### config.mk
export PLATFORM = sky130hd
export DESIGN_NAME = pfx_scan
export DESIGN_NICKNAME = d
export VERILOG_FILES = /design/src/rtl/pfx_pkg.sv /design/src/rtl/pfx_classify.sv /design/src/rtl/pfx_accum.sv /design/src/rtl/pfx_emit.sv /design/src/rtl/pfx_scan.sv
export SDC_FILE = /design/constraint.sdc
export NUM_CORES = 1
export LEC_CHECK = 0
export BUFFER_PORTS_ARGS = -buffer_cell sky130_fd_sc_hd__buf_2
export CORE_ASPECT_RATIO = 0.8
export CORE_MARGIN = 2
export CORE_UTILIZATION = 52
export DETAILED_ROUTE_END_ITERATION = 8
export PLACE_DENSITY_LB_ADDON = 0.25
export SYNTH_ARGS = -nofsm -noshare
export SYNTH_HDL_FRONTEND = slang
export SYNTH_SLANG_ARGS = --single-unit
### constraint.sdc
create_clock -name clk -period 2.35 [get_ports clk]
set_input_delay 0.47 -clock clk [delete_from_list [all_inputs] [get_ports clk]]
set_output_delay 0.47 -clock clk [all_outputs]
set_load 0.02 [all_outputs]
### src/rtl/pfx_pkg.sv
package pfx_pkg;

  typedef enum logic [1:0] {
    G_LOCKREP = 2'd0,
    G_SEG     = 2'd1,
    G_OSZ     = 2'd2,
    G_ASZ     = 2'd3
  } grp_e;

  // group-1 encoding held in state
  localparam logic [1:0] G1_NONE  = 2'd0;
  localparam logic [1:0] G1_LOCK  = 2'd1;
  localparam logic [1:0] G1_REP   = 2'd2;
  localparam logic [1:0] G1_REPNE = 2'd3;

  // segment codes
  localparam logic [2:0] SEG_NONE = 3'd0;
  localparam logic [2:0] SEG_ES   = 3'd1;
  localparam logic [2:0] SEG_CS   = 3'd2;
  localparam logic [2:0] SEG_SS   = 3'd3;
  localparam logic [2:0] SEG_DS   = 3'd4;
  localparam logic [2:0] SEG_FS   = 3'd5;
  localparam logic [2:0] SEG_GS   = 3'd6;

  localparam logic [1:0] HINT_NONE = 2'd0;
  localparam logic [1:0] HINT_NT   = 2'd1;
  localparam logic [1:0] HINT_TK   = 2'd2;

  typedef struct packed {
    logic       is_pfx;
    grp_e       grp;
    logic [2:0] val;
  } cls_t;

  typedef struct packed {
    logic [1:0] g1;
    logic [2:0] seg;
    logic [1:0] hint;
    logic       osz;
    logic       asz;
  } acc_t;

  function automatic cls_t classify(input logic [7:0] b);
    cls_t c;
    c = '{is_pfx: 1'b1, grp: G_LOCKREP, val: 3'd0};
    case (b)
      8'hF0: begin c.grp = G_LOCKREP; c.val = {1'b0, G1_LOCK};  end
      8'hF3: begin c.grp = G_LOCKREP; c.val = {1'b0, G1_REP};   end
      8'hF2: begin c.grp = G_LOCKREP; c.val = {1'b0, G1_REPNE}; end
      8'h26: begin c.grp = G_SEG;     c.val = SEG_ES; end
      8'h2E: begin c.grp = G_SEG;     c.val = SEG_CS; end
      8'h36: begin c.grp = G_SEG;     c.val = SEG_SS; end
      8'h3E: begin c.grp = G_SEG;     c.val = SEG_DS; end
      8'h64: begin c.grp = G_SEG;     c.val = SEG_FS; end
      8'h65: begin c.grp = G_SEG;     c.val = SEG_GS; end
      8'h66: begin c.grp = G_OSZ;     c.val = 3'd1;   end
      8'h67: begin c.grp = G_ASZ;     c.val = 3'd1;   end
      default: c.is_pfx = 1'b0;
    endcase
    return c;
  endfunction

  function automatic logic [1:0] hint_of(input logic [2:0] seg);
    case (seg)
      SEG_CS:  return HINT_NT;
      SEG_DS:  return HINT_TK;
      default: return HINT_NONE;
    endcase
  endfunction

  function automatic logic [1:0] rep_of(input logic [1:0] g1);
    case (g1)
      G1_REP:   return 2'd1;
      G1_REPNE: return 2'd2;
      default:  return 2'd0;
    endcase
  endfunction

  // an override flips the segment default width
  function automatic logic eff_wide(input logic dflt, input logic ovr);
    return dflt ^ ovr;
  endfunction

endpackage

### src/rtl/pfx_classify.sv
module pfx_classify
  import pfx_pkg::*;
(
  input  logic [7:0] byte_i,
  output cls_t       cls_o
);
  assign cls_o = classify(byte_i);
endmodule

### src/rtl/pfx_accum.sv
module pfx_accum
  import pfx_pkg::*;
#(
  parameter int MAX_PFX = 14,
  localparam int CW = $clog2(MAX_PFX + 2)
) (
  input  logic          clk,
  input  logic          rst_n,
  input  logic          pfx_take,
  input  logic          clear,
  input  cls_t          cls,
  output acc_t          acc,
  output logic [CW-1:0] cnt,
  output logic          full
);
  localparam logic [CW-1:0] CNT_MAX = CW'(MAX_PFX);

  assign full = (cnt == CNT_MAX);

  always_ff @(posedge clk) begin
    if (!rst_n || clear) begin
      acc <= '0;
      cnt <= '0;
    end else if (pfx_take) begin
      cnt <= cnt + 1'b1;
      case (cls.grp)
        G_LOCKREP: acc.g1 <= cls.val[1:0];
        G_SEG: begin
          acc.seg  <= cls.val;
          acc.hint <= hint_of(cls.val);
        end
        G_OSZ: acc.osz <= 1'b1;
        G_ASZ: acc.asz <= 1'b1;
        default: ;
      endcase
    end
  end

  p_cnt_bound_r8: assert property (@(posedge clk) disable iff (!rst_n)
    cnt <= CNT_MAX);

  p_hint_seg_r5: assert property (@(posedge clk) disable iff (!rst_n)
    (acc.hint != HINT_NONE) |-> (acc.seg == SEG_CS || acc.seg == SEG_DS));

endmodule

### src/rtl/pfx_emit.sv
module pfx_emit
  import pfx_pkg::*;
#(
  parameter int MAX_PFX = 14,
  localparam int CW = $clog2(MAX_PFX + 2)
) (
  input  logic          clk,
  input  logic          rst_n,
  input  logic          term,
  input  logic          ovf,
  input  logic [7:0]    byte_i,
  input  acc_t          acc,
  input  logic [CW-1:0] cnt,
  input  logic          dflt_32,
  output logic          done,
  output logic [7:0]    op_byte,
  output logic          lock,
  output logic [1:0]    rep_kind,
  output logic [2:0]    seg_sel,
  output logic [1:0]    hint,
  output logic          opsz_ovr,
  output logic          adsz_ovr,
  output logic          op32,
  output logic          ad32,
  output logic [CW-1:0] pfx_cnt,
  output logic          too_long
);
  localparam logic [CW-1:0] CNT_OVF = CW'(MAX_PFX + 1);

  always_ff @(posedge clk) begin
    if (!rst_n) begin
      done     <= 1'b0;
      op_byte  <= '0;
      lock     <= 1'b0;
      rep_kind <= '0;
      seg_sel  <= '0;
      hint     <= '0;
      opsz_ovr <= 1'b0;
      adsz_ovr <= 1'b0;
      op32     <= 1'b0;
      ad32     <= 1'b0;
      pfx_cnt  <= '0;
      too_long <= 1'b0;
    end else begin
      done <= term;
      if (term) begin
        op_byte  <= byte_i;
        lock     <= (acc.g1 == G1_LOCK);
        rep_kind <= rep_of(acc.g1);
        seg_sel  <= acc.seg;
        hint     <= acc.hint;
        opsz_ovr <= acc.osz;
        adsz_ovr <= acc.asz;
        op32     <= eff_wide(dflt_32, acc.osz);
        ad32     <= eff_wide(dflt_32, acc.asz);
        pfx_cnt  <= ovf ? CNT_OVF : cnt;
        too_long <= ovf;
      end
    end
  end

  p_g1_excl_r3: assert property (@(posedge clk) disable iff (!rst_n)
    $onehot0({lock, rep_kind == 2'd1, rep_kind == 2'd2}) && rep_kind != 2'd3);

  p_ovf_cnt_r9: assert property (@(posedge clk) disable iff (!rst_n)
    (done && too_long) |-> (pfx_cnt == CNT_OVF));

  p_opsz_keep_r6: assert property (@(posedge clk) disable iff (!rst_n)
    (done && !opsz_ovr) |-> (op32 == $past(dflt_32)));

  p_adsz_keep_r7: assert property (@(posedge clk) disable iff (!rst_n)
    (done && !adsz_ovr) |-> (ad32 == $past(dflt_32)));

endmodule

### src/rtl/pfx_scan.sv
module pfx_scan
  import pfx_pkg::*;
#(
  parameter int MAX_PFX = 14,
  localparam int CW = $clog2(MAX_PFX + 2)
) (
  input  logic          clk,
  input  logic          rst_n,
  input  logic          in_valid,
  input  logic [7:0]    in_byte,
  output logic          in_ready,
  input  logic          dflt_32,
  output logic          done,
  output logic [7:0]    op_byte,
  output logic          lock,
  output logic [1:0]    rep_kind,
  output logic [2:0]    seg_sel,
  output logic [1:0]    hint,
  output logic          opsz_ovr,
  output logic          adsz_ovr,
  output logic          op32,
  output logic          ad32,
  output logic [CW-1:0] pfx_cnt,
  output logic          too_long
);
  cls_t          cls;
  acc_t          acc;
  logic [CW-1:0] acc_cnt;
  logic          acc_full;

  // named events
  logic ev_take, ev_pfx, ev_ovf, ev_term, ev_absorb;

  assign in_ready  = 1'b1;
  assign ev_take   = in_valid && in_ready;
  assign ev_pfx    = ev_take && cls.is_pfx;
  assign ev_ovf    = ev_pfx && acc_full;
  assign ev_term   = (ev_take && !cls.is_pfx) || ev_ovf;
  assign ev_absorb = ev_pfx && !ev_ovf;

  pfx_classify u_cls (
    .byte_i (in_byte),
    .cls_o  (cls)
  );

  pfx_accum #(.MAX_PFX(MAX_PFX)) u_acc (
    .clk      (clk),
    .rst_n    (rst_n),
    .pfx_take (ev_absorb),
    .clear    (ev_term),
    .cls      (cls),
    .acc      (acc),
    .cnt      (acc_cnt),
    .full     (acc_full)
  );

  pfx_emit #(.MAX_PFX(MAX_PFX)) u_emit (
    .clk      (clk),
    .rst_n    (rst_n),
    .term     (ev_term),
    .ovf      (ev_ovf),
    .byte_i   (in_byte),
    .acc      (acc),
    .cnt      (acc_cnt),
    .dflt_32  (dflt_32),
    .done     (done),
    .op_byte  (op_byte),
    .lock     (lock),
    .rep_kind (rep_kind),
    .seg_sel  (seg_sel),
    .hint     (hint),
    .opsz_ovr (opsz_ovr),
    .adsz_ovr (adsz_ovr),
    .op32     (op32),
    .ad32     (ad32),
    .pfx_cnt  (pfx_cnt),
    .too_long (too_long)
  );

  p_clear_r10: assert property (@(posedge clk) disable iff (!rst_n)
    done |-> (acc_cnt == '0 && acc == '0));

  p_done_cause_r2: assert property (@(posedge clk) disable iff (!rst_n)
    done |-> $past(in_valid));

  p_idle_r11: assert property (@(posedge clk) disable iff (!rst_n)
    !in_valid |=> (!done && $stable(acc_cnt)));

endmodule

==> summary.json, run 1 <==
{
  "worstRegToRegCells": 7,
  "outcome": "finished clean",
  "hold_violations": 0,
  "timing.final.max_slew_violations": 0,
  "path_cells": "inv_1, ha_1, nand3_1, nor2_1, a41o_1, buf_4, o221a_2",
  "vias_in_the_first_global_route": 1231,
  "hpwl_um": 2590,
  "yosysTopAreaCell": "sky130_fd_sc_hd__dfxtp_1",
  "synth_most_common_cell": "sky130_fd_sc_hd__dfxtp_1",
  "ratio_of_cells_with_drive_above_1_in_the_final_layout_pct": 26.1,
  "synth.net_count": 212,
  "drc_errors": 0,
  "regToRegEndpoint": "u_emit.pfx_cnt[0]$_SDFFE_PN0P_",
  "cts_hold_buffers": 0,
  "gp_routability_congestion": 0.939,
  "hold-worst-slack_ns": 0.436,
  "die-height_um": 55.1,
  "timing.reg2reg.setup_slack_ns": 0.54,
  "signed_area_change_from_the_synthesized_netlist_to_the_final_layout_pct": 18.4,
  "die_footprint_sq_um": 3740,
  "synthesis.area_sq_um": 1700,
  "setup_viol_count_final": 0,
  "grt_overflow": 0,
  "timing.critical_path.to": "u_emit.pfx_cnt[0]$_SDFFE_PN0P_",
  "timing.clock.skew_ns": 0.00673,
  "grt_antenna_before_repair": 0,
  "max-vdd-ir-drop_mv": 0.549,
  "cts_buffers": 5,
  "clock_sinks": 39,
  "p_total_mw": 1.37,
  "layout_min_cycle_time_ns": 1.81,
  "global_route_wire_length_before_repair_um": 5800,
  "power.static_leakage_nw": 0.832,
  "grt_start_max_net_pins": 31,
  "firstDrtPassIters": 4,
  "worst_r2r_startpoint": "u_acc.cnt[0]$_SDFFE_PP0P_",
  "rsz0062_at_grt": "false",
  "power_per_cell_area_nw_per_um2": 681,
  "ys_types": 45,
  "fmaxAchievable_mhz": 552,
  "syn-mean-instance-area_sq_um": 8.58,
  "number_of_synthesized_register_bits": 39,
  "cp-startpoint": "u_acc.cnt[0]$_SDFFE_PP0P_",
  "post_cts.resized_instances": 0,
  "route.detailed.vias_per_inst": 5.30,
  "tritoncts": "done",
  "clock_tree.htree_level_count": 2,
  "crit_path_end_kind": "register",
  "drt.antenna.violating_nets": 0,
  "synth_top_area_share_pct": 45.9,
  "core_region_area_sq_um": 3110,
  "n_antenna_cell": 0,
  "drt_iter0_drc": 129,
  "vias": 1452,
  "critical-path-max-stage-delay_ns": 0.44,
  "insertion_delay_ns": 0.29,
  "period_share_pct": 77.1,
  "synth.yosys.warnings": 0,
  "die_w_um": 67.9,
  "finalCoreUtilization_pct": 64.7,
  "postSynth.asyncResetShare_pct": 0,
  "ctsRootBufferMaster": "sky130_fd_sc_hd__clkbuf_8",
  "route.detailed.wl_per_inst_um": 13.1,
  "cts_buffer_depth": 2,
  "worst_ep_arrival_time_ns": 2.00,
  "worst_ep_required_time_ns": 2.54,
  "worst_path_max_delay_cell": "sky130_fd_sc_hd__dfxtp_1",
  "synth_seq_area_share_pct": 45.9,
  "worst_setup_path_start_kind": "register",
  "criticalPathCategory": "register to register",
  "post-cts-setup-buffer-count": 0,
  "synth_enable_flop_cells": 0,
  "std_cell_rows": 18,
  "io_port_bufs": 37,
  "grtUsageTotal_pct": 21.1,
  "dominantRegCellSynth": "sky130_fd_sc_hd__dfxtp_1",
  "maxCapViolations": 0,
  "post_synth_most_frequent_cells": "39 x sky130_fd_sc_hd__dfxtp_1, 26 x sky130_fd_sc_hd__o21ai_0, 25 x sky130_fd_sc_hd__nand2_1, 23 x sky130_fd_sc_hd__nand3_1, 12 x sky130_fd_sc_hd__nor2_1",
  "setup_tns_ns": 0,
  "boundaryPins": 39,
  "synth.top_cells.by_area": "sky130_fd_sc_hd__dfxtp_1 46%, sky130_fd_sc_hd__o21ai_0 7.7%, sky130_fd_sc_hd__nand3_1 6.8%, sky130_fd_sc_hd__nand2_1 5.5%, sky130_fd_sc_hd__nor2_1 2.7%",
  "timing_worst_slew_pin_value_ns": 0.521,
  "clk_slew_on_worst_s_h_paths_ns": 0.08,
  "hold_path.class": "input port to register",
  "timing.slew.headroom_pct": 65.3,
  "biggest_fanout_along_the_worst_timing_path": 23,
  "instance_count_of_the_mapped_netlist": 198,
  "starting_utilization_of_the_core_area_pct": 54.7,
  "routed_wl_um": 3600,
  "design.final.nets": 247,
  "count_of_fill_cells_added_during_filler_insertion": 267
}
kinds of logic after synthesis:
kind of cell | after synthesis | share of synthesized area (%)
AOI/OAI and AO/OA | 48 | 18.5
xor gates and xnor gates | 3 | 1.55
buffers and inverters | 18 | 5.15
and+or+nand+nor | 87 | 27.2
adders and majority gates | 2 | 1.47
other | 1 | 0.221
DFF | 39 | 45.9
worst max-delay path: cells and delay by family (launching register included):
| kind | cells | cell delay (ns) |
|---|---|---|
| compound gates | 2 | 0.50 |
| fa+ha+maj | 1 | 0.20 |
| buf+inv | 2 | 0.28 |
| flops | 1 | 0.44 |
| simple gates | 2 | 0.29 |
report_power, final:
group          leakage (nW)  switching (mW)  internal [mW]  total, mW
sequential            0.317         0.00849          0.676      0.684
clock                0.0581           0.241          0.316      0.557
combinational         0.457          0.0844         0.0431      0.128
total                 0.832           0.334           1.03       1.37
layer usage:
metal	part of all wire (%)	track usage (%)
met3	5.2	6.07
met2	42	30.9
met1	53	30.2
met5	0	0
met4	0.17	6.00
final cells by class:
cell class	instances	area [sq um]	share of cell area [%]
clock buffers	5	68.8	3.42
inverters	4	15.0	0.746
multi-input cells	141	831	41.3
clock inverters	3	43.8	2.18
repair buffers	42	223	11.1
flip-flops and latches	39	781	38.8
well taps	40	50.0	2.49
per-stage QoR:
step	area, sq um	instances	setup slack [ns]
floorplan	1700	198	0.340
global placement	1900	266	0.276
detailed placement	1900	266	0.245
CTS	2010	274	0.521
global route	2010	274	0.390
finish	2010	274	0.538
flip-flops by register name (all words and copies together) (netlist names):
signal           cells
u_emit.done          1
u_emit.lock          1
u_acc.cnt            4
u_emit.hint          2
u_emit.opsz_ovr      1
u_emit.seg_sel       3
u_acc.acc            9
u_emit.too_long      1
u_emit.rep_kind      2
u_emit.op_byte       8
u_emit.adsz_ovr      1
u_emit.pfx_cnt       4
u_emit.ad32          1
u_emit.op32          1
layout by cell type (no fill, tap or decap), types with 3 or more instances in the layout:
cell,netlist,final
sky130_fd_sc_hd__nor2_1,12,12
sky130_fd_sc_hd__clkbuf_8,0,5
sky130_fd_sc_hd__nand2_1,25,25
sky130_fd_sc_hd__buf_4,1,5
sky130_fd_sc_hd__buf_2,1,37
sky130_fd_sc_hd__nand4b_1,3,3
sky130_fd_sc_hd__o21ai_0,26,26
sky130_fd_sc_hd__nand4_1,4,4
sky130_fd_sc_hd__nand3_1,23,23
sky130_fd_sc_hd__inv_1,4,4
sky130_fd_sc_hd__dfxtp_1,39,39
sky130_fd_sc_hd__a21oi_1,5,5
worst min-delay path by stage:
stage	start	to	slack, ns	cells after the start
6_report	in_byte[2]	u_emit.op_byte[2]$_SDFFE_PN0P_	0.44	3
5_1_grt	in_byte[2]	u_emit.op_byte[2]$_SDFFE_PN0P_	0.44	3
4_1_cts	in_byte[2]	u_emit.op_byte[2]$_SDFFE_PN0P_	0.42	3
3_5_place_dp	u_emit.hint[1]$_SDFFE_PN0P_	u_emit.hint[1]$_SDFFE_PN0P_	0.45	2
3_3_place_gp	u_emit.op_byte[2]$_SDFFE_PN0P_	u_emit.op_byte[2]$_SDFFE_PN0P_	0.44	2
2_1_floorplan	u_acc.acc[3]$_SDFFE_PP0P_	u_acc.acc[3]$_SDFFE_PP0P_	0.43	2
Note: power is estimated with default switching activity, not from simulation.
==> run 2: changes to the inputs <==
Settings changed: ABC_AREA set to 1, CORE_UTILIZATION 52 to 48.
Clock period 2.35 ns to 1.58 ns, I/O delays scaled along.
==> summary.json, run 2 <==
{
  "outcome": "finished clean",
  "period_share_pct": 93.6,
  "clock_sinks": 39,
  "instance_count_of_the_mapped_netlist": 229,
  "layout.cells.most_common": "sky130_fd_sc_hd__nand2_1",
  "vias": 1579,
  "vias_in_the_first_global_route": 1462,
  "number_of_synthesized_register_bits": 39,
  "syn-mean-instance-area_sq_um": 7.73,
  "signed_area_change_from_the_synthesized_netlist_to_the_final_layout_pct": 27.2,
  "firstDrtPassIters": 4,
  "worst_ep_required_time_ns": 1.75,
  "postSynth.asyncResetShare_pct": 0,
  "count_of_fill_cells_added_during_filler_insertion": 323,
  "route.detailed.wl_per_inst_um": 11.1,
  "maxCapViolations": 0,
  "std_cell_rows": 19,
  "grt_overflow": 0,
  "design.final.nets": 303,
  "synth.top_cells.by_area": "sky130_fd_sc_hd__dfxtp_1 44%, sky130_fd_sc_hd__nand2_1 17%, sky130_fd_sc_hd__o21ai_2 4.9%, sky130_fd_sc_hd__a21oi_2 4.5%, sky130_fd_sc_hd__inv_1 4.0%",
  "grt_antenna_before_repair": 0,
  "hold-worst-slack_ns": 0.315,
  "seq_power_share_pct": 53.4,
  "synth_most_common_cell": "sky130_fd_sc_hd__nand2_1",
  "setup_viol_count_final": 0,
  "worst_ep_arrival_time_ns": 1.65,
  "largest_register_ffs": 9,
  "io_port_bufs": 37,
  "hold_violations": 0,
  "setup_tns_ns": 0,
  "die_w_um": 71.9,
  "hold_path.class": "input port to register",
  "drt.antenna.violating_nets": 0,
  "grt_start_max_net_pins": 15,
  "core_region_area_sq_um": 3470,
  "layout.cells.most_common_list": "81 x sky130_fd_sc_hd__nand2_1, 38 x sky130_fd_sc_hd__dfxtp_1, 37 x sky130_fd_sc_hd__buf_2, 19 x sky130_fd_sc_hd__inv_1, 18 x sky130_fd_sc_hd__buf_4",
  "power_per_cell_area_nw_per_um2": 839,
  "grtUsageTotal_pct": 19.4,
  "internal_power_mw": 1.43,
  "synth.yosys.warnings": 0,
  "routed_wl_um": 3670,
  "net-switching-power_mw": 0.460,
  "global_route_wire_length_before_repair_um": 6300,
  "die_footprint_sq_um": 4190,
  "post_synth_most_frequent_cells": "81 x sky130_fd_sc_hd__nand2_1, 39 x sky130_fd_sc_hd__dfxtp_1, 19 x sky130_fd_sc_hd__inv_1, 17 x sky130_fd_sc_hd__nor2_1, 11 x sky130_fd_sc_hd__o21ai_0",
  "starting_utilization_of_the_core_area_pct": 51.0,
  "ctsRootBufferMaster": "sky130_fd_sc_hd__clkbuf_8",
  "yosysTopAreaCell": "sky130_fd_sc_hd__dfxtp_1",
  "ys_types": 26,
  "cts_hold_buffers": 0,
  "boundaryPins": 39,
  "clock_tree.htree_level_count": 2,
  "n_antenna_cell": 0,
  "pwr-share-clk_pct": 35.2,
  "synth.net_count": 243,
  "post-cts-setup-buffer-count": 0,
  "synthesis.area_sq_um": 1770,
  "fmaxAchievable_mhz": 676,
  "drt_iter0_drc": 86,
  "synth_enable_flop_cells": 0,
  "gp_routability_congestion": 0.814,
  "route.detailed.vias_per_inst": 4.77,
  "cts_buffers": 5,
  "finalCoreUtilization_pct": 64.9,
  "worst_setup_path_start_kind": "register",
  "synth_top_area_share_pct": 44.1,
  "tritoncts": "done",
  "max-vdd-ir-drop_mv": 0.539,
  "timing.final.max_slew_violations": 0,
  "power.static_leakage_nw": 1.11,
  "cts_buffer_depth": 2,
  "synth_seq_area_share_pct": 44.1,
  "ratio_of_cells_with_drive_above_1_in_the_final_layout_pct": 35.3,
  "dominantRegCellSynth": "sky130_fd_sc_hd__dfxtp_1",
  "regMostFlops": "u_acc.acc",
  "clk_slew_on_worst_s_h_paths_ns": 0.07,
  "criticalPathCategory": "register to register",
  "timing.clock.skew_ns": 0.00463,
  "biggest_fanout_along_the_worst_timing_path": 9,
  "largest_registers": "u_acc.acc x9, u_emit.op_byte x8",
  "crit_path_end_kind": "register",
  "insertion_delay_ns": 0.29,
  "layout_min_cycle_time_ns": 1.48,
  "power.switching_fraction_pct": 24.4,
  "die-height_um": 58.3,
  "hpwl_um": 2860,
  "drc_errors": 0,
  "power_frac_comb_pct": 11.4
}
## run 2: cell types whose count changed after synthesis, sizes merged, moves of 3 or more
cell    delta
nand2     +60
a21oi      +6
nand4b     -3
nand3     -11
o21ai      -4
inv       +20
nor2       +9
clkbuf     -7
nor3       -4
nand2b     -3
a211oi     -3
## run 2: metrics by stage
step	setup slack (ns)	std cells	power [mW]	area, sq um
final	0.101	331	1.89	2250
after global routing	-0.00214	331	1.96	2250
after CTS	0.000190	331	1.91	2250
after detailed placement	-0.0485	324	1.25	2160
after global placement	0.00414	324	1.24	2160
after floorplan	0.129	229	1.16	1770
## run 2: power groups by stage
stage          combinational, mW  clock [mW]  sequential, mW
6_report                   0.216       0.665            1.01
5_1_grt                    0.235       0.712            1.01
4_1_cts                    0.217       0.682            1.01
3_5_place_dp               0.216           0            1.03
3_3_place_gp               0.214           0            1.03
2_1_floorplan              0.102           0            1.05
## run 2: worst paths after layout
check                                 startpoint                              to  slack (ns)  cells after the start
setup reg to reg       u_acc.cnt[0]$_SDFFE_PP0P_       u_acc.acc[3]$_SDFFE_PP0P_        0.10                      8
hold / removal                        in_byte[3]  u_emit.op_byte[3]$_SDFFE_PN0P_        0.32                      3
setup / recovery       u_acc.cnt[0]$_SDFFE_PP0P_       u_acc.acc[3]$_SDFFE_PP0P_        0.10                      8
hold reg to reg   u_emit.seg_sel[2]$_SDFFE_PN0P_  u_emit.seg_sel[2]$_SDFFE_PN0P_        0.45                      2
## run 2: layer usage
metal	global-route usage [%]	share of wire, %
met5	0	0
met4	6.47	1.2
met3	4.79	5.2
met2	31.0	43
met1	26.0	51
## run 2: critical path, cell delays in order (launching register included)
cell	delay, ns
sky130_fd_sc_hd__dfxtp_2	0.34
sky130_fd_sc_hd__inv_1	0.08
sky130_fd_sc_hd__ha_1	0.17
sky130_fd_sc_hd__nand3_2	0.15
sky130_fd_sc_hd__a21boi_4	0.24
sky130_fd_sc_hd__nor2_4	0.06
sky130_fd_sc_hd__buf_12	0.14
sky130_fd_sc_hd__inv_4	0.14
sky130_fd_sc_hd__a21oi_2	0.04
## run 2: kinds of logic after synthesis
| group | count (synthesis) | synth area share, % |
|---|---|---|
| AND/OR/NAND/NOR | 121 | 30.6 |
| flip-flops | 39 | 44.1 |
| AO/OA/AOI/OAI | 34 | 14.4 |
| buffers and inverters | 29 | 7.77 |
| XOR/XNOR | 3 | 1.48 |
| adder cells (fa/ha/maj) | 2 | 1.41 |
| other | 1 | 0.212 |
## run 2: layout make-up
class                   instances  area, sq um  area share [%]
clock buffers                   6         82.6            3.67
flip-flops and latches         39          782            34.7
clock inverters                 1         5.00           0.222
inverters                      24         92.6            4.11
multi-input cells             161          857            38.1
well taps                      42         52.6            2.33
repair buffers                 58          380            16.9
## run 2: what timing repair did
| action | 4_1_cts | 5_1_grt |
|---|---|---|
| resized for setup | 0 | 2 |
| hold endpoints to repair | 0 | 0 |
| setup endpoints to repair | 10 | 37 |
| pin swaps | 1 | 0 |
| cloned | 0 | 0 |
